File: config.mk
export PLATFORM = sky130hd
export DESIGN_NAME = csr_bank
export DESIGN_NICKNAME = d
export VERILOG_FILES = /design/src/rtl/csr_bank_pkg.sv /design/src/rtl/csr_bank_slot.sv /design/src/rtl/csr_bank_data.sv /design/src/rtl/csr_bank_ctrl.sv /design/src/rtl/csr_bank.sv
export SDC_FILE = /design/constraint.sdc
export NUM_CORES = 1
export LEC_CHECK = 0
export ABC_AREA = 1
export ABC_CLOCK_PERIOD_IN_PS = 2150
export BUFFER_PORTS_ARGS = -buffer_cell sky130_fd_sc_hd__buf_2
export CAP_MARGIN = 20
export CORE_MARGIN = 4
export CORE_UTILIZATION = 35
export CTS_BUF_LIST = sky130_fd_sc_hd__clkbuf_4
export CTS_CLUSTER_SIZE = 8
export DETAILED_ROUTE_END_ITERATION = 10
export SYNTH_ARGS = -nofsm -noshare
export SYNTH_HDL_FRONTEND = slang
export SYNTH_SLANG_ARGS = --single-unit
File: constraint.sdc
create_clock -name clk -period 2.15 [get_ports clk]
set_input_delay 0.1075 -clock clk [delete_from_list [all_inputs] [get_ports clk]]
set_output_delay 0.1075 -clock clk [all_outputs]
set_load 0.01 [all_outputs]
File: src/rtl/csr_bank_pkg.sv
package csr_bank_pkg;

  typedef enum logic [1:0] {
    OWN_HOST  = 2'd0,
    OWN_HW    = 2'd1,
    OWN_PARAM = 2'd2
  } owner_e;

  typedef enum logic [1:0] {
    RD_NONE   = 2'd0,
    RD_PLAIN  = 2'd1,
    RD_NOTIFY = 2'd2
  } rd_access_e;

  typedef enum logic [1:0] {
    WR_NONE   = 2'd0,
    WR_PLAIN  = 2'd1,
    WR_NOTIFY = 2'd2
  } wr_access_e;

  // Strobes from the bus control to the register datapath.
  typedef struct packed {
    logic wrFire;
    logic rdFire;
  } bank_strobe_t;

  localparam logic [1:0] RESP_OKAY   = 2'b00;
  localparam logic [1:0] RESP_SLVERR = 2'b10;

  localparam int NUM_SLOTS = 3;
  localparam int SLOT_ID   = 0;
  localparam int SLOT_TMO  = 1;
  localparam int SLOT_PERF = 2;

endpackage

File: src/rtl/csr_bank_slot.sv
module csr_bank_slot
  import csr_bank_pkg::*;
#(
  parameter int                DATA_W  = 32,
  parameter owner_e            OWNER   = OWN_HOST,
  parameter rd_access_e        RD_ACC  = RD_PLAIN,
  parameter wr_access_e        WR_ACC  = WR_PLAIN,
  parameter logic [DATA_W-1:0] RST_VAL = '0
) (
  input  logic                clk,
  input  logic                rstN,
  input  logic                wrFire,
  input  logic                wrSel,
  input  logic                rdFire,
  input  logic                rdSel,
  input  logic [DATA_W-1:0]   wData,
  input  logic [DATA_W/8-1:0] wStrb,
  input  logic [DATA_W-1:0]   hwVal,
  input  logic                hwLoad,
  output logic [DATA_W-1:0]   value,
  output logic [DATA_W-1:0]   rdWord,
  output logic                wrPulse,
  output logic                rdPulse
);

  localparam int  BYTES    = DATA_W / 8;
  localparam bit  HOST_WR  = (OWNER == OWN_HOST) && (WR_ACC != WR_NONE);
  localparam bit  READABLE = (RD_ACC != RD_NONE);

  logic hostWrite;
  assign hostWrite = wrFire && wrSel;

  generate
    if (OWNER == OWN_PARAM) begin : g_const
      assign value = RST_VAL;
    end else begin : g_store
      logic [DATA_W-1:0] store;
      always_ff @(posedge clk) begin
        if (!rstN) begin
          store <= RST_VAL;
        end else if (OWNER == OWN_HW) begin
          if (hwLoad) store <= hwVal;
        end else if (HOST_WR && hostWrite) begin
          for (int b = 0; b < BYTES; b++) begin
            if (wStrb[b]) store[b*8 +: 8] <= wData[b*8 +: 8];
          end
        end
      end
      assign value = store;
    end
  endgenerate

  assign rdWord  = READABLE ? value : '0;
  assign wrPulse = (WR_ACC == WR_NOTIFY) && hostWrite;
  assign rdPulse = (RD_ACC == RD_NOTIFY) && rdFire && rdSel;

  logic unusedSlotInputs;
  assign unusedSlotInputs = ^{wData, wStrb, hwVal, hwLoad};

  // a notify strobe never lasts two cycles
  a_r4_wr_pulse_single : assert property (@(posedge clk) disable iff (!rstN)
    wrPulse |=> !wrPulse);

  // a slot moves only on a bus write to it or a hardware load
  a_r3_no_spurious_change : assert property (@(posedge clk) disable iff (!rstN)
    (!hostWrite && !hwLoad) |=> $stable(value));

endmodule

File: src/rtl/csr_bank_data.sv
module csr_bank_data
  import csr_bank_pkg::*;
#(
  parameter int          DATA_W       = 32,
  parameter int          ADDR_W       = 12,
  parameter int unsigned BASE_ADDR    = 0,
  parameter int unsigned WINDOW_BYTES = 16,
  parameter logic [15:0] VENDOR_ID    = 16'hDEAD,
  parameter logic [7:0]  MAJOR_REV    = 8'h03,
  parameter logic [7:0]  MINOR_REV    = 8'h01,
  parameter logic [DATA_W-1:0] TIMEOUT_INIT = DATA_W'(32'h0000_FFFF)
) (
  input  logic                clk,
  input  logic                rstN,
  input  bank_strobe_t        strobe,
  input  logic [ADDR_W-1:0]   wrAddr,
  input  logic [DATA_W-1:0]   wData,
  input  logic [DATA_W/8-1:0] wStrb,
  input  logic [ADDR_W-1:0]   rdAddr,
  input  logic [DATA_W-1:0]   perfLoadVal,
  input  logic                perfLoadEn,
  output logic                wrErr,
  output logic                rdErr,
  output logic [DATA_W-1:0]   rdWord,
  output logic [DATA_W-1:0]   timeoutVal,
  output logic                timeoutWrPulse,
  output logic                perfRdPulse
);

  localparam int LSB_W = $clog2(DATA_W / 8);
  localparam int IDX_W = $clog2(WINDOW_BYTES / (DATA_W / 8));
  localparam logic [ADDR_W:0] BASE_L = (ADDR_W + 1)'(BASE_ADDR);
  localparam logic [ADDR_W:0] END_L  = (ADDR_W + 1)'(BASE_ADDR + WINDOW_BYTES);

  localparam owner_e     S_OWNER [NUM_SLOTS] = '{OWN_PARAM, OWN_HOST,  OWN_HW};
  localparam rd_access_e S_RD    [NUM_SLOTS] = '{RD_PLAIN,  RD_PLAIN,  RD_NOTIFY};
  localparam wr_access_e S_WR    [NUM_SLOTS] = '{WR_NONE,   WR_NOTIFY, WR_NONE};
  localparam logic [DATA_W-1:0] S_RST [NUM_SLOTS] = '{
    DATA_W'({MINOR_REV, MAJOR_REV, VENDOR_ID}), TIMEOUT_INIT, '0};

  function automatic logic inWindow(input logic [ADDR_W-1:0] a);
    return ({1'b0, a} >= BASE_L) && ({1'b0, a} < END_L);
  endfunction

  function automatic logic [IDX_W-1:0] wordIdx(input logic [ADDR_W-1:0] a);
    logic [ADDR_W-1:0] off;
    off = a - BASE_L[ADDR_W-1:0];
    return off[LSB_W +: IDX_W];
  endfunction

  logic [IDX_W-1:0] wrIdx, rdIdx;
  assign wrErr = !inWindow(wrAddr);
  assign rdErr = !inWindow(rdAddr);
  assign wrIdx = wordIdx(wrAddr);
  assign rdIdx = wordIdx(rdAddr);

  logic [DATA_W-1:0] slotVal  [NUM_SLOTS];
  logic [DATA_W-1:0] slotRd   [NUM_SLOTS];
  logic [NUM_SLOTS-1:0] slotWrP, slotRdP, slotRdSel;

  generate
    for (genvar i = 0; i < NUM_SLOTS; i++) begin : g_slot
      logic wrSel, rdSel;
      assign wrSel = !wrErr && (int'(wrIdx) == i);
      assign rdSel = !rdErr && (int'(rdIdx) == i);
      assign slotRdSel[i] = rdSel;
      csr_bank_slot #(
        .DATA_W (DATA_W),
        .OWNER  (S_OWNER[i]),
        .RD_ACC (S_RD[i]),
        .WR_ACC (S_WR[i]),
        .RST_VAL(S_RST[i])
      ) u_slot (
        .clk    (clk),
        .rstN   (rstN),
        .wrFire (strobe.wrFire),
        .wrSel  (wrSel),
        .rdFire (strobe.rdFire),
        .rdSel  (rdSel),
        .wData  (wData),
        .wStrb  (wStrb),
        .hwVal  (perfLoadVal),
        .hwLoad (perfLoadEn && (i == SLOT_PERF)),
        .value  (slotVal[i]),
        .rdWord (slotRd[i]),
        .wrPulse(slotWrP[i]),
        .rdPulse(slotRdP[i])
      );
    end
  endgenerate

  always_comb begin
    rdWord = '0;
    for (int i = 0; i < NUM_SLOTS; i++) begin
      if (slotRdSel[i]) rdWord = rdWord | slotRd[i];
    end
  end

  assign timeoutVal     = slotVal[SLOT_TMO];
  assign timeoutWrPulse = slotWrP[SLOT_TMO];
  assign perfRdPulse    = slotRdP[SLOT_PERF];

  logic unusedDataSlots;
  assign unusedDataSlots = ^{slotVal[SLOT_ID], slotVal[SLOT_PERF],
                             slotWrP[SLOT_ID], slotWrP[SLOT_PERF],
                             slotRdP[SLOT_ID], slotRdP[SLOT_TMO]};

  // the identity slot never changes
  a_r2_id_constant : assert property (@(posedge clk) disable iff (!rstN)
    1'b1 |=> $stable(slotVal[SLOT_ID]));

  // at most one slot is selected for a read
  a_r7_single_select : assert property (@(posedge clk) disable iff (!rstN)
    $onehot0(slotRdSel));

endmodule

File: src/rtl/csr_bank_ctrl.sv
module csr_bank_ctrl
  import csr_bank_pkg::*;
#(
  parameter int DATA_W = 32,
  parameter int ADDR_W = 12
) (
  input  logic                clk,
  input  logic                rstN,
  input  logic [ADDR_W-1:0]   sAwAddr,
  input  logic                sAwValid,
  output logic                sAwReady,
  input  logic [DATA_W-1:0]   sWData,
  input  logic [DATA_W/8-1:0] sWStrb,
  input  logic                sWValid,
  output logic                sWReady,
  output logic [1:0]          sBResp,
  output logic                sBValid,
  input  logic                sBReady,
  input  logic                sArValid,
  output logic                sArReady,
  output logic [DATA_W-1:0]   sRData,
  output logic [1:0]          sRResp,
  output logic                sRValid,
  input  logic                sRReady,
  output logic [ADDR_W-1:0]   wrAddr,
  output logic [DATA_W-1:0]   wData,
  output logic [DATA_W/8-1:0] wStrb,
  output bank_strobe_t        strobe,
  input  logic                wrErr,
  input  logic                rdErr,
  input  logic [DATA_W-1:0]   rdWord
);

  logic awHeld, wHeld;

  assign sAwReady      = !awHeld && !sBValid;
  assign sWReady       = !wHeld  && !sBValid;
  assign sArReady      = !sRValid;
  assign strobe.wrFire = awHeld && wHeld && !sBValid;
  assign strobe.rdFire = sArValid && sArReady;

  always_ff @(posedge clk) begin
    if (!rstN) begin
      awHeld  <= 1'b0;
      wHeld   <= 1'b0;
      sBValid <= 1'b0;
      sBResp  <= RESP_OKAY;
      wrAddr  <= '0;
      wData   <= '0;
      wStrb   <= '0;
    end else begin
      if (sAwValid && sAwReady) begin
        awHeld <= 1'b1;
        wrAddr <= sAwAddr;
      end
      if (sWValid && sWReady) begin
        wHeld <= 1'b1;
        wData <= sWData;
        wStrb <= sWStrb;
      end
      if (strobe.wrFire) begin
        awHeld  <= 1'b0;
        wHeld   <= 1'b0;
        sBValid <= 1'b1;
        sBResp  <= wrErr ? RESP_SLVERR : RESP_OKAY;
      end else if (sBValid && sBReady) begin
        sBValid <= 1'b0;
      end
    end
  end

  always_ff @(posedge clk) begin
    if (!rstN) begin
      sRValid <= 1'b0;
      sRData  <= '0;
      sRResp  <= RESP_OKAY;
    end else if (strobe.rdFire) begin
      sRValid <= 1'b1;
      sRData  <= rdErr ? '0 : rdWord;
      sRResp  <= rdErr ? RESP_SLVERR : RESP_OKAY;
    end else if (sRValid && sRReady) begin
      sRValid <= 1'b0;
    end
  end

  // a pending write response blocks new write halves
  a_r9_one_write : assert property (@(posedge clk) disable iff (!rstN)
    sBValid |-> (!sAwReady && !sWReady));

  // held write response stays put
  a_r9_b_hold : assert property (@(posedge clk) disable iff (!rstN)
    (sBValid && !sBReady) |=> (sBValid && $stable(sBResp)));

  // held read response stays put
  a_r9_r_hold : assert property (@(posedge clk) disable iff (!rstN)
    (sRValid && !sRReady) |=> (sRValid && $stable(sRData) && $stable(sRResp)));

  // refused reads carry no data
  a_r7_err_zero : assert property (@(posedge clk) disable iff (!rstN)
    (sRValid && sRResp == RESP_SLVERR) |-> (sRData == '0));

  // a response is issued only when both halves were held
  a_r8_b_after_both : assert property (@(posedge clk) disable iff (!rstN)
    (!awHeld || !wHeld) && !sBValid |=> !sBValid);

endmodule

File: src/rtl/csr_bank.sv
module csr_bank
  import csr_bank_pkg::*;
#(
  parameter int          DATA_W       = 32,
  parameter int          ADDR_W       = 12,
  parameter int unsigned BASE_ADDR    = 0,
  parameter int unsigned WINDOW_BYTES = 16,
  parameter logic [15:0] VENDOR_ID    = 16'hDEAD,
  parameter logic [7:0]  MAJOR_REV    = 8'h03,
  parameter logic [7:0]  MINOR_REV    = 8'h01,
  parameter logic [DATA_W-1:0] TIMEOUT_INIT = DATA_W'(32'h0000_FFFF)
) (
  input  logic                clk,
  input  logic                rstN,
  input  logic [ADDR_W-1:0]   sAwAddr,
  input  logic                sAwValid,
  output logic                sAwReady,
  input  logic [DATA_W-1:0]   sWData,
  input  logic [DATA_W/8-1:0] sWStrb,
  input  logic                sWValid,
  output logic                sWReady,
  output logic [1:0]          sBResp,
  output logic                sBValid,
  input  logic                sBReady,
  input  logic [ADDR_W-1:0]   sArAddr,
  input  logic                sArValid,
  output logic                sArReady,
  output logic [DATA_W-1:0]   sRData,
  output logic [1:0]          sRResp,
  output logic                sRValid,
  input  logic                sRReady,
  output logic [DATA_W-1:0]   timeoutVal,
  output logic                timeoutWrPulse,
  input  logic [DATA_W-1:0]   perfLoadVal,
  input  logic                perfLoadEn,
  output logic                perfRdPulse
);

  bank_strobe_t        strobe;
  logic [ADDR_W-1:0]   wrAddr;
  logic [DATA_W-1:0]   wData;
  logic [DATA_W/8-1:0] wStrb;
  logic                wrErr, rdErr;
  logic [DATA_W-1:0]   rdWord;

  csr_bank_ctrl #(.DATA_W(DATA_W), .ADDR_W(ADDR_W)) u_ctrl (
    .clk(clk), .rstN(rstN),
    .sAwAddr(sAwAddr), .sAwValid(sAwValid), .sAwReady(sAwReady),
    .sWData(sWData), .sWStrb(sWStrb), .sWValid(sWValid), .sWReady(sWReady),
    .sBResp(sBResp), .sBValid(sBValid), .sBReady(sBReady),
    .sArValid(sArValid), .sArReady(sArReady),
    .sRData(sRData), .sRResp(sRResp), .sRValid(sRValid), .sRReady(sRReady),
    .wrAddr(wrAddr), .wData(wData), .wStrb(wStrb), .strobe(strobe),
    .wrErr(wrErr), .rdErr(rdErr), .rdWord(rdWord)
  );

  csr_bank_data #(
    .DATA_W(DATA_W), .ADDR_W(ADDR_W), .BASE_ADDR(BASE_ADDR),
    .WINDOW_BYTES(WINDOW_BYTES), .VENDOR_ID(VENDOR_ID),
    .MAJOR_REV(MAJOR_REV), .MINOR_REV(MINOR_REV), .TIMEOUT_INIT(TIMEOUT_INIT)
  ) u_data (
    .clk(clk), .rstN(rstN), .strobe(strobe),
    .wrAddr(wrAddr), .wData(wData), .wStrb(wStrb), .rdAddr(sArAddr),
    .perfLoadVal(perfLoadVal), .perfLoadEn(perfLoadEn),
    .wrErr(wrErr), .rdErr(rdErr), .rdWord(rdWord),
    .timeoutVal(timeoutVal), .timeoutWrPulse(timeoutWrPulse),
    .perfRdPulse(perfRdPulse)
  );

endmodule

Yosys cells after proc, flatten, opt, wreduce, memory -nomap -nowiden --
Index checks and enable logic that the tools add are counted.
Cells by class: muxes and demuxes 10, eq/ne operators 3, reductions and logical operators 27, $lt $le $gt $ge 2, bitwise operators 3
Operator list (count):
- 2-to-1 mux 32 bit | 3
- OR 32 bit | 2
- 2-to-1 mux 25 bit | 1
- less-than comparator 12 x 5 -> 1 bit (second input constant) | 2
- logical AND 1 bit | 15
- AND reduction 2 bit | 4
- equality test 2 bit (second input constant) | 3
- zero test 1 bit | 4
- 2-to-1 mux 1 bit | 4
- 2-to-1 mux 2 bit | 2
- nonzero test 2 bit | 2
- zero test 2 bit | 1
- OR reduction 2 bit | 1
- NOT 1 bit | 1
Word-level totals: output and inout bits 75, logic and storage cells 60, register bits after elaboration 152, input bits 100

Longest topological paths before layout --
Gate-level depths: netlist (run 1).
depth after elaboration 8, mapped depth 9, gate-level depth less buffers 7

Hierarchy --
Synthesis (run 1) repeated with hierarchy kept, for this count alone.
Unflattened totals: cell total of the unflattened synthesis 1280, area total of the unflattened synthesis 8277.9 µm²
Modules (own cells, without submodules):
- csr_bank_ctrl | instances 1, area each 3804.9 µm², sequential area each 1721.7 µm², cells an instance 587
- csr_bank_slot (u_data.g_slot[2].u_slot) | instances 1, area each 1594.0 µm², sequential area each 640.6 µm², cells an instance 238
- csr_bank_slot (u_data.g_slot[1].u_slot) | instances 1, area each 1481.4 µm², sequential area each 640.6 µm², cells an instance 209
- csr_bank_data | instances 1, area each 894.6 µm², sequential area each 0.0 µm², cells an instance 178
- csr_bank_slot (u_data.g_slot[0].u_slot) | instances 1, area each 503.0 µm², sequential area each 0.0 µm², cells an instance 68

Worst setup path after synthesis (run 1) --
OpenSTA, ideal clock, no wires.
kind reg2reg, from register u_ctrl.sBValid, to register u_data.g_slot[1].u_slot.g_store.store[16], setup slack 0.812 ns, cell stages (with the launch flop) 8, period minus slack after synthesis 1.338 ns, data required time 2.037 ns, buffers on the path 1, library setup time 0.113 ns, arrival 1.224 ns, cells stage by stage dfxtp_1 > inv_2 > nand3_2 > nor3_4 > nand3_4 > buf_6 > o21ai_1 > nor2_1
Between the ends: longest elaborated chain between the ends 4
Ends and longest elaborated chain:
- start: declaration | line csr_bank_ctrl.sv:17 | output logic sBValid,
- start signal: assignment | line csr_bank_ctrl.sv:46 | sBValid <= 1'b0;
- start signal: assignment | line csr_bank_ctrl.sv:64 | sBValid <= 1'b1;
- start signal: assignment | line csr_bank_ctrl.sv:67 | sBValid <= 1'b0;
- zero test 1 bit | line csr_bank_ctrl.sv:39 | assign strobe.wrFire = awHeld && wHeld && !sBValid;
- logical AND 1 bit | line csr_bank_ctrl.sv:39
- logical AND 1 bit | line csr_bank_slot.sv:31 | assign hostWrite = wrFire && wrSel;
- AND reduction 2 bit (no source line)
- end signal: assignment | line csr_bank_slot.sv:42 | if (hwLoad) store <= hwVal;
- end signal: indexed assignment | line csr_bank_slot.sv:45 | if (wStrb[b]) store[b*8 +: 8] <= wData[b*8 +: 8];
- end: declaration | line csr_bank_slot.sv:37 | logic [DATA_W-1:0] store;
No other way between the ends. A chain may end at the register's enable or synchronous reset.

Worst setup path in the final report (run 1) --
from register u_ctrl.sRValid, to output perfRdPulse
Between the ends: longest elaborated chain between the ends 3
Ends and longest elaborated chain:
- start: declaration | line csr_bank_ctrl.sv:23 | output logic sRValid,
- start signal: assignment | line csr_bank_ctrl.sv:74 | sRValid <= 1'b0;
- start signal: assignment | line csr_bank_ctrl.sv:78 | sRValid <= 1'b1;
- start signal: assignment | line csr_bank_ctrl.sv:82 | sRValid <= 1'b0;
- zero test 1 bit | line csr_bank_ctrl.sv:38 | assign sArReady = !sRValid;
- logical AND 1 bit | line csr_bank_ctrl.sv:40 | assign strobe.rdFire = sArValid && sArReady;
- logical AND 1 bit | line csr_bank_slot.sv:55 | assign rdPulse = (RD_ACC == RD_NOTIFY) && rdFire && rdSel;
- end: declaration | line csr_bank.sv:36 | output logic perfRdPulse
No other way between the ends.

==> summary.txt, run 1 <==
Area after DPL = 6978 um2
Critical path launch point type = flip-flop
CTS buffer count = 17
Finished Core Util = 51.59%
Global route overflow = 0
Routability Congestion = 0.8103
Fillers = 1624
Synth Flop Type = dfxtp_1
Via density per instance = 4.596
Area leader, netlist = dfxtp_1
Max_cap viols = 0
Unrepaired setup endpoints after global routing = false
Layout area overhead = 44.69%
Async SR Flop Fraction = 0%
DRC violations left = 0
H-tree depth = 4
CP Data Arrival Time = 1850 ps
Cell area after layout = 8556 um2
Synth Warn # = 0
Routed wire per std cell = 13.85 um
Gate Count Post-Synth = 825
Yosys reg bits = 148
Top cell type's share of synthesized area = 50.11%
Sequential share of the synthesized area = 50.11%
Top-count cell post-synth = nor2_1
Post-DP HPWL = 11650 um
1st-pass router iterations = 5
Share of layout cells above drive strength 1 = 21.49%
DIE HEIGHT = 138.0 um
Setup TNS = 0 ps
Clock buffer depth = 2
Final Skew = 17.14 ps
Port bufs = 168
Vias in the first global route = 5662
Clock insertion delay at the later pin of the skew report = 550 ps
Most common library cells after synthesis = nor2_1, nand2_1, dfxtp_1, nand3_1, o21ai_0
Final hold violations = 0
IR drop worst, VDD = 300.5 uV
Syn Area/Cell = 7.167 um2
Boundary pin count = 175
Vias = 6150
Post-layout min period = 1956 ps
Postcts setup bufs = 0
Die X = 138.0 um
CP endpoint kind = primary output
Post-Syn Area = 5913 um2
F_max = 511.2 MHz
Final nets = 1204
Crit-path most repeated cell = inv_1
Largest net degree at the start of global routing = 75
Leakage power = 3.903 nW
Netlist cell types = 25
CP Cell Sequence = inv_1 > nand2_1 > inv_1 > and3_1 > buf_2
CTS tree = yes
Initial antenna violation count = 1
Synth top area cells = dfxtp_1, nor2_1, nand2_1, nand3_1, o21ai_0
Least-Margin Pin Slew = 579.0 ps
Period utilisation layout = 90.98%
Root Driver = clkbuf_4
Critical path peak fanout = 15
Multi-input logic area = 2562 um2
Core area = 16580 um2
Max_slew headroom = 61.36%
Worst hold path class = input pin to flip-flop
Status = finished clean
DR iter-0 viols = 397
First-pass GRT wire length = 28890 um
Die ar. = 19040 um2
Required time of the critical path = 2040 ps
Final ANT Viol Nets = 0
Fin. max-slew vios = 0
Reg area = 2963 um2
Clock Sinks = 148
Number of enable flip-flop cells after synthesis = 0
Crit-path slowest cell = inv_1
P per Cell Area = 640.1 nW/um2
Row cnt = 47
Overall routing resource usage = 19.48%
Max incr delay on CP = 430 ps
Worst Setup Path Type = flip-flop to primary output
Clk slew on worst S/H paths = 140 ps
# setup viols final = 0
Final wirelength = 18530 um
Initial Utilization = 35.66%
-- cell families (layout without fill, tap and decap cells) --
| group | Yosys count | in the layout | share of synthesized area (%) |
|---|---|---|---|
| compound gates | 131 | 131 | 11.13 |
| other cells | 1 | 3 | 0.06342 |
| simple gates | 449 | 449 | 31.87 |
| flops | 148 | 148 | 50.11 |
| buf+inv | 96 | 387 | 6.834 |
-- worst max-delay path, delay by kind of cell, from the launching register on --
kind                   cells  cell delay [ps]
flip-flops                 1              330
buffers and inverters      3              630
AND/OR/NAND/NOR            2              330
-- placed cells by master, fill, tap and decap left out, types with 16 or more instances in the layout --
cell	netlist	layout
inv_1	38	38
dlygate4sd3_1	0	128
nand3_1	80	80
a21oi_1	34	34
o21ai_0	80	80
nand2_1	156	156
dfxtp_1	148	148
clkbuf_4	0	18
nor2_1	190	189
o21ai_1	16	16
buf_2	9	167
-- report_power, final --
group / switching, mW / internal [mW]
logic: 0.384 / 0.374
clock network: 1.06 / 0.712
registers: 0.0716 / 2.88
total: 1.51 / 3.96
-- through the flow --
step / setup WS [ps] / cells / hold WS (ps) / total power [mW]
after floorplan: 812.3 / 826 / 242.4 / 3.329
after global placement: 603.5 / 1177 / 334.3 / 3.545
after detailed placement: 591.0 / 1177 / 338.5 / 3.553
after CTS: 68.03 / 1337 / 3.585 / 5.542
after global routing: 13.76 / 1338 / 32.68 / 5.787
final: 193.9 / 1338 / 78.06 / 5.476
-- sequential cells by signal, summed over array words and instances, names as in the netlist, 4 cells and up --
signal / cells
u_data.g_slot.u_slot.rdWord: 64
u_ctrl.sRData: 32
u_ctrl.wData: 32
u_ctrl.wrAddr: 10
u_ctrl.wStrb: 4
-- final cells by class --
class / count / area share, %
clock buffer: 18 / 1.579
tap: 220 / 3.217
multi-input combinational: 582 / 29.95
inverter: 45 / 2.004
clock inverter: 14 / 1.799
timing repair buffer: 310 / 26.79
sequential: 148 / 34.63
antenna: 1 / 0.02925
-- layer usage --
layer / vias to the layer above / GRT usage [%] / share of wire, %
li1: 3190 / - / -
met1: 2778 / 25.59 / 47
met2: 161 / 31.91 / 47
met3: 21 / 4.608 / 4.9
met4: 0 / 5.818 / 1.5
met5: - / 0 / 0
-- timing repair --
action                                  in CTS  in global routing
resized for setup                            0                  1
endpoints found under the hold margin       94                  0
endpoints found under the setup margin       0                  1
hold buffers                               128                  0
-- path summary, 6_finish.rpt --
| kind | depth (start not counted) | end | slack, ps | from |
|---|---|---|---|---|
| worst max-delay path | 5 | perfRdPulse | 190 | u_ctrl.sRValid$_SDFFE_PN0P_ |
| worst min-delay path | 5 | u_ctrl.wStrb[3]$_SDFFE_PN0P_ | 80 | sWValid |
| worst max register to register | 6 | u_ctrl.wData[29]$_SDFFE_PN0P_ | 310 | u_ctrl.sBValid$_SDFFE_PN0P_ |
| worst min register to register | 2 | u_ctrl.sRData[15]$_SDFFE_PN0P_ | 470 | u_ctrl.sRData[15]$_SDFFE_PN0P_ |
(Power assumes the default switching activity.)
==> inputs of run 2 (changes only) <==
Settings changed: CORE_ASPECT_RATIO set to 0.9, PLACE_DENSITY_LB_ADDON set to 0.05.
==> run 2 against run 1 <==
Effect of this change:
- clock-buffer cell count down 1
- non-clock buffer count down 47
- die area about the same
- final cell count down 4.5%
- combinational power down 15%
- fmax up 2.4%
- via count down 7.0%
- utilization down 1.7 points
- flip-flop and latch count unchanged
==> summary.txt, run 2 (synthesized netlist as in run 1, its figures left out) <==
Initial antenna violation count = 1 (unchanged)
P per Cell Area = 735.2 nW/um2 (+15%)
Post-layout min period = 1910 ps (-45.88 ps)
DR iter-0 viols = 277 (-30%)
Clock insertion delay at the later pin of the skew report = 530 ps (-20 ps)
Clock Sinks = 148 (unchanged)
H-tree depth = 4 (unchanged)
# setup viols final = 0 (unchanged)
Final Skew = 15.36 ps (-1.778 ps)
Seq pwr share = 49.2% (-4.7 points)
Max reg flops = 64 (unchanged)
Die X = 145.0 um (+5.1%)
Crit-path most repeated cell = nand2_1
Final ANT Viol Nets = 0 (unchanged)
DRC violations left = 0 (unchanged)
Required time of the critical path = 2040 ps (about the same)
Via density per instance = 4.476 (-2.6%)
Hold path startpoint = sAwValid
Max_slew headroom = 65.70% (+4.3 points)
Fillers = 1703 (+4.9%)
Period utilisation layout = 88.85% (-2.1 points)
Highest-count cells in the layout ignoring fill and taps = nor2_1, buf_2, nand2_1
Routability Congestion = 0.7728 (-4.6%)
Overall routing resource usage = 18.80% (-0.68 points)
Critical path launch point type = flip-flop
Fin. max-slew vios = 0 (unchanged)
Clk slew on worst S/H paths = 130 ps (about the same)
CP endpoint kind = primary output
Global route overflow = 0 (unchanged)
Worst Setup Path Type = flip-flop to primary output
CP delay by family, top = simple AND/OR/NAND/NOR gates
Routed wire per std cell = 14.10 um (+1.8%)
Row cnt = 44 (-6.4%)
Reg-to-Reg End = u_data.g_slot[1].u_slot.rdWord[2]$_SDFFE_PN1P_
Initial Utilization = 36.16% (+0.51 points)
CP Data Arrival Time = 1800 ps (-50 ps)
Final hold violations = 0 (unchanged)
Hold Crit Depth = 3 (-2)
Commonest non-fill, non-tap cell in the layout = nor2_1
Die ar. = 19040 um2 (about the same)
Sw frac = 24.08% (-3.5 points)
Post-CTS Resized = 0 (unchanged)
1st-pass router iterations = 4 (-1)
Area after DPL = 6937 um2 (-0.59%)
Crit-path slowest cell = nor2_2
Critical path peak fanout = 6 (-9)
Pint = 4.554 mW (+15%)
CP Launch Point = u_ctrl.wrAddr[9]$_SDFFE_PN0P_
Final wirelength = 18020 um (-2.8%)
Worst Hold Endpoint = u_ctrl.wrAddr[2]$_SDFFE_PN0P_
DIE HEIGHT = 131.3 um (-4.8%)
CTS tree = yes
Largest net degree at the start of global routing = 66 (-12%)
CP Cell Sequence = nor2_1 > nand2_1 > nor2_2 > nand2_1 > nor3_1 > buf_2
Port bufs = 168 (unchanged)
Final nets = 1157 (-3.9%)
Share of layout cells above drive strength 1 = 22.24% (+0.76 points)
Layout area overhead = 37.98%
Finished Core Util = 49.90% (-1.7 points)
Root Driver = clkbuf_4
Leakage power = 3.762 nW (-3.6%)
RR Startpoint = u_ctrl.wrAddr[9]$_SDFFE_PN0P_
Clock buffer depth = 2 (unchanged)
Vias in the first global route = 5484 (-3.1%)
Status = finished clean
First-pass GRT wire length = 29330 um (+1.5%)
Post-DP HPWL = 11750 um (+0.86%)
Boundary pin count = 175 (unchanged)
Unrepaired setup endpoints after global routing = false
Setup TNS = 0 ps (unchanged)
Max incr delay on CP = 370 ps (-60 ps)
Max_cap viols = 0 (unchanged)
Worst hold path class = input pin to flip-flop
Worst R2R Path Depth = 7 (+1)
NetSw = 1.444 mW (-4.5%)
IR drop worst, VDD = 428.0 uV (+42%)
R2R Setup Slk = 630 ps (+320 ps)
Min Hold Slack = 43.36 ps (-34.70 ps)
Clock Power Share = 40.1% (+7.8 points)
F_max = 523.5 MHz (+2.4%)
CTS buffer count = 17 (unchanged)
Cell area after layout = 8159 um2 (-4.6%)
WP buf/inv = 1 (-2)
Vias = 5720 (-7.0%)
Least-Margin Pin Slew = 514.5 ps (-64.53 ps)
Combinational group share of total power = 10.7% (-3.1 points)
Core area = 16350 um2 (-1.4%)
-- run 2: per-stage QoR --
step           instances  setup WS (ps)  total power, mW
3_3_place_gp        1164          599.6            3.547
3_5_place_dp        1164          599.9            3.550
4_1_cts             1277          149.7            6.077
2_1_floorplan        826          812.3            3.329
5_1_grt             1278          49.46            6.302
6_report            1278          239.8            5.999
-- run 2: per-layer routing --
metal | routed length (um) | GRT usage, %
met4 | 123 | 4.169
met2 | 7694 | 28.36
met1 | 9238 | 26.85
met5 | 0 | 0
met3 | 965 | 5.372
-- run 2: power by group through the flow --
stage,sequential [mW],combinational (mW),clock [mW]
finish,2.95,0.644,2.40
global route,2.97,0.730,2.60
CTS,2.95,0.650,2.48
detailed placement,3.01,0.537,0
global placement,3.01,0.537,0
floorplan,3.00,0.331,0
-- run 2: how the worst max path moves through the flow --
stage,to,slack [ps],cells after the start
floorplan,u_data.g_slot[1].u_slot.rdWord[16]$_SDFFE_PN0P_,810,7
global placement,u_data.g_slot[1].u_slot.rdWord[12]$_SDFFE_PN1P_,600,7
detailed placement,u_data.g_slot[1].u_slot.rdWord[10]$_SDFFE_PN1P_,600,7
CTS,timeoutWrPulse,150,6
global route,timeoutWrPulse,50,6
finish,timeoutWrPulse,240,6
-- run 2: repair_timing --
| item | 4_1_cts | 5_1_grt |
|---|---|---|
| hold endpoints to repair | 96 | 0 |
| endpoints found under the setup margin | 0 | 0 |
| hold buffers | 81 | 0 |
| setup buffers | 0 | 0 |
-- run 2: area by class of cell --
type / instances / area, um2 / share of cell area, %
sequential: 148 / 2963 / 36.31
antenna: 1 / 2.502 / 0.03067
multi-input combinational: 582 / 2557 / 31.34
inverter: 45 / 171.4 / 2.101
tap: 207 / 259.0 / 3.174
clock buffer: 17 / 127.6 / 1.564
timing repair buffer: 263 / 1797 / 22.02
clock inverter: 15 / 281.5 / 3.450
-- run 2: worst register-to-register path, stage by stage, from the launching register on --
cell	delay, ps
dfxtp_1	330
nor2_1	100
nand2_1	70
nor2_2	370
nand3_2	270
clkinv_2	170
nand2_1	80
nand3_1	70
==> inputs of run 3 (changes only) <==
Settings changed: ABC_AREA 1 to unset.
==> run 3 against run 2 <==
Effect of this change:
- final area is 3.2% higher
- first-iteration DRC count down 37%
- clock skew decreased by 4.1 ps
- fmax down 1.6%
- sequential power decreased by 1%
- flip-flop and latch count unchanged
- utilization rose by 0.10 points
- largest cell class unchanged
==> summary.txt, run 3 <==
Post-Syn Area = 5998 um2 (+1.4%)
Die ar. = 19300 um2 (+1.4%)
Max reg flops = 64 (unchanged)
Fin. max-slew vios = 0 (unchanged)
Setup WS pre-CTS = 223.6 ps (-376.3 ps)
Placed cell count = 964 (-17%)
Top cell type's share of synthesized area = 49.40% (-0.71 points)
Final ANT Viol Nets = 0 (unchanged)
Final hold violations = 0 (unchanged)
Max_cap viols = 0 (unchanged)
CP Cell Sequence = or4_4 > nor4_2 > buf_2
CP endpoint kind = primary output
Min Hold Slack = 119.2 ps (+75.87 ps)
Fillers = 1627 (-4.5%)
Share of layout cells above drive strength 1 = 25.39% (+3.1 points)
Most common library cells after synthesis = dfxtp_1, nand2_1, nor2b_1, mux2i_1, clkbuf_1
Reg area = 2963 um2 (unchanged)
Fin cells = 1105 (-14%)
Overall routing resource usage = 17.31% (-1.5 points)
Boundary pin count = 175 (unchanged)
Area leader, netlist = dfxtp_1
Clock Sinks = 148 (unchanged)
Synth Flop Type = dfxtp_1
DRC violations left = 0 (unchanged)
Clock insertion delay at the later pin of the skew report = 520 ps (about the same)
Yosys reg bits = 148 (unchanged)
Finished Core Util = 50.00% (+0.10 points)
Synth top area cells = dfxtp_1, mux2i_1, nor2b_1, nand2_1, a21boi_0
Post-DP HPWL = 11510 um (-2.0%)
Die X = 146.0 um (+0.68%)
Sequential share of the synthesized area = 49.40% (-0.71 points)
Syn Area/Cell = 9.722 um2 (+36%)
Vias in the first global route = 5526 (+0.77%)
Final Skew = 11.26 ps (-4.100 ps)
Critical path peak fanout = 2 (-4)
Highest-count cells in the layout ignoring fill and taps = buf_2, dfxtp_1, dlygate4sd3_1
Core area = 16830 um2 (+3.0%)
Synth Warn # = 0 (unchanged)
Final worst setup slack = 209.2 ps (-30.52 ps)
Max_slew headroom = 46.40% (-19 points)
DIE HEIGHT = 132.2 um (+0.67%)
Setup TNS = 0 ps (unchanged)
Largest net degree at the start of global routing = 86 (+30%)
Number of enable flip-flop cells after synthesis = 0 (unchanged)
CTS tree = yes
IR drop worst, VDD = 345.6 uV (-19%)
Final nets = 981 (-15%)
Required time of the critical path = 2040 ps (about the same)
Async SR Flop Fraction = 0% (unchanged)
Max incr delay on CP = 540 ps (+170 ps)
Unrepaired setup endpoints after global routing = false
# setup viols final = 0 (unchanged)
CP Data Arrival Time = 1830 ps (+30 ps)
Least-Margin Pin Slew = 804.0 ps (+289.6 ps)
Netlist cell types = 31 (+24%)
Critical path launch point type = flip-flop
Port bufs = 168 (unchanged)
Initial antenna violation count = 0 (-1)
Root Driver = clkbuf_4
Period utilisation layout = 90.27% (+1.4 points)
1st-pass router iterations = 4 (unchanged)
Final wirelength = 16430 um (-8.9%)
DR iter-0 viols = 175 (-37%)
Vias = 5211 (-8.9%)
Post-layout min period = 1941 ps (+30.52 ps)
Layout area overhead = 40.34%
Row cnt = 45 (+2.3%)
CTS buffer count = 17 (unchanged)
Worst hold path class = input pin to flip-flop
Global route overflow = 0 (unchanged)
Crit-path slowest cell = or4_4
H-tree depth = 4 (unchanged)
Status = finished clean
Clk slew on worst S/H paths = 120 ps (about the same)
F_max = 515.3 MHz (-1.6%)
Worst Setup Path Type = flip-flop to primary output
Initial Utilization = 35.63% (-0.53 points)
First-pass GRT wire length = 27360 um (-6.7%)
Clock buffer depth = 2 (unchanged)
Leakage power = 3.503 nW (-6.9%)
Antenna Cells = 0 (-1)
P per Cell Area = 627.4 nW/um2 (-15%)
WP buf/inv = 1 (unchanged)
CP delay by family, top = simple AND/OR/NAND/NOR gates
Routability Congestion = 0.8286 (+7.2%)
Via density per instance = 4.716 (+5.4%)
Routed wire per std cell = 14.86 um (+5.4%)
Top-count cell post-synth = dfxtp_1
Gate Count Post-Synth = 617 (-25%)
Commonest non-fill, non-tap cell in the layout = buf_2
Multi-input logic area = 2816 um2 (+10%)
-- run 3: cell types whose count changed after synthesis, sizes merged, moves of 34 or more --
cell,previous run,this run
o21ai,96,15
a21oi,34,0
a21boi,0,37
nor2b,0,78
nand2,156,106
nor2,193,6
nand3,85,0
mux2i,0,74
-- run 3: cells by family (layout without fill, tap and decap cells) --
kind of cell	after synthesis	after routing	synth area share [%]
multiplexers	74	74	12.35
AND/OR/NAND/NOR	227	227	20.44
other	1	2	0.06252
buffers and inverters	62	338	4.193
flip-flops	148	148	49.40
AO/OA/AOI/OAI	105	105	13.56
-- run 3: report_power, final --
group / switching, mW / internal [mW] / total [mW]
combinational: 0.336 / 0.386 / 0.722
sequential: 0.0616 / 2.85 / 2.91
clock: 0.959 / 0.691 / 1.65
-- run 3: worst min-delay path, delay by kind of cell --
family	cells	cell delay [ps]
muxes	1	110
buffers and inverters	1	200
and+or+nand+nor	1	170
-- run 3: cell type report --
cell class / instances / area share (%)
Inverter: 15 / 0.6688
Sequential cell: 148 / 35.20
Clock buffer: 19 / 1.694
Clock inverter: 13 / 1.382
Tap cell: 211 / 3.136
Timing Repair Buffer: 291 / 24.46
Multi-Input combinational cell: 408 / 33.46
-- run 3: worst paths after layout --
kind,start,to,slack (ps),depth (start not counted)
min,rstN,u_data.g_slot[1].u_slot.rdWord[6]$_SDFFE_PN1P_,120,3
max reg2reg,u_ctrl.wrAddr[8]$_SDFFE_PN0P_,u_data.g_slot[1].u_slot.rdWord[9]$_SDFFE_PN1P_,290,5
max,u_ctrl.wrAddr[8]$_SDFFE_PN0P_,timeoutWrPulse,210,3
min reg2reg,u_ctrl.wData[24]$_SDFFE_PN0P_,u_ctrl.wData[24]$_SDFFE_PN0P_,460,2
-- run 3: timing repair --
item,in CTS,in global routing
hold buffers,107,0
setup endpoints to repair,1,2
pin swaps,1,1
resized for setup,2,1
buffers inserted,1,1
endpoints found under the hold margin,86,0
-- run 3: through the flow --
stage               instance area, um2  power (mW)
CTS                               8404       5.361
global placement                  7057       3.524
global route                      8418       5.566
finish                            8418       5.281
detailed placement                7057       3.537
floorplan                         6002       3.334
-- run 3: layer usage --
layer,wire length [um],global-route usage (%)
met5,0,0
met4,150,4.545
met2,7919,30.10
met3,846,4.228
met1,7509,21.56
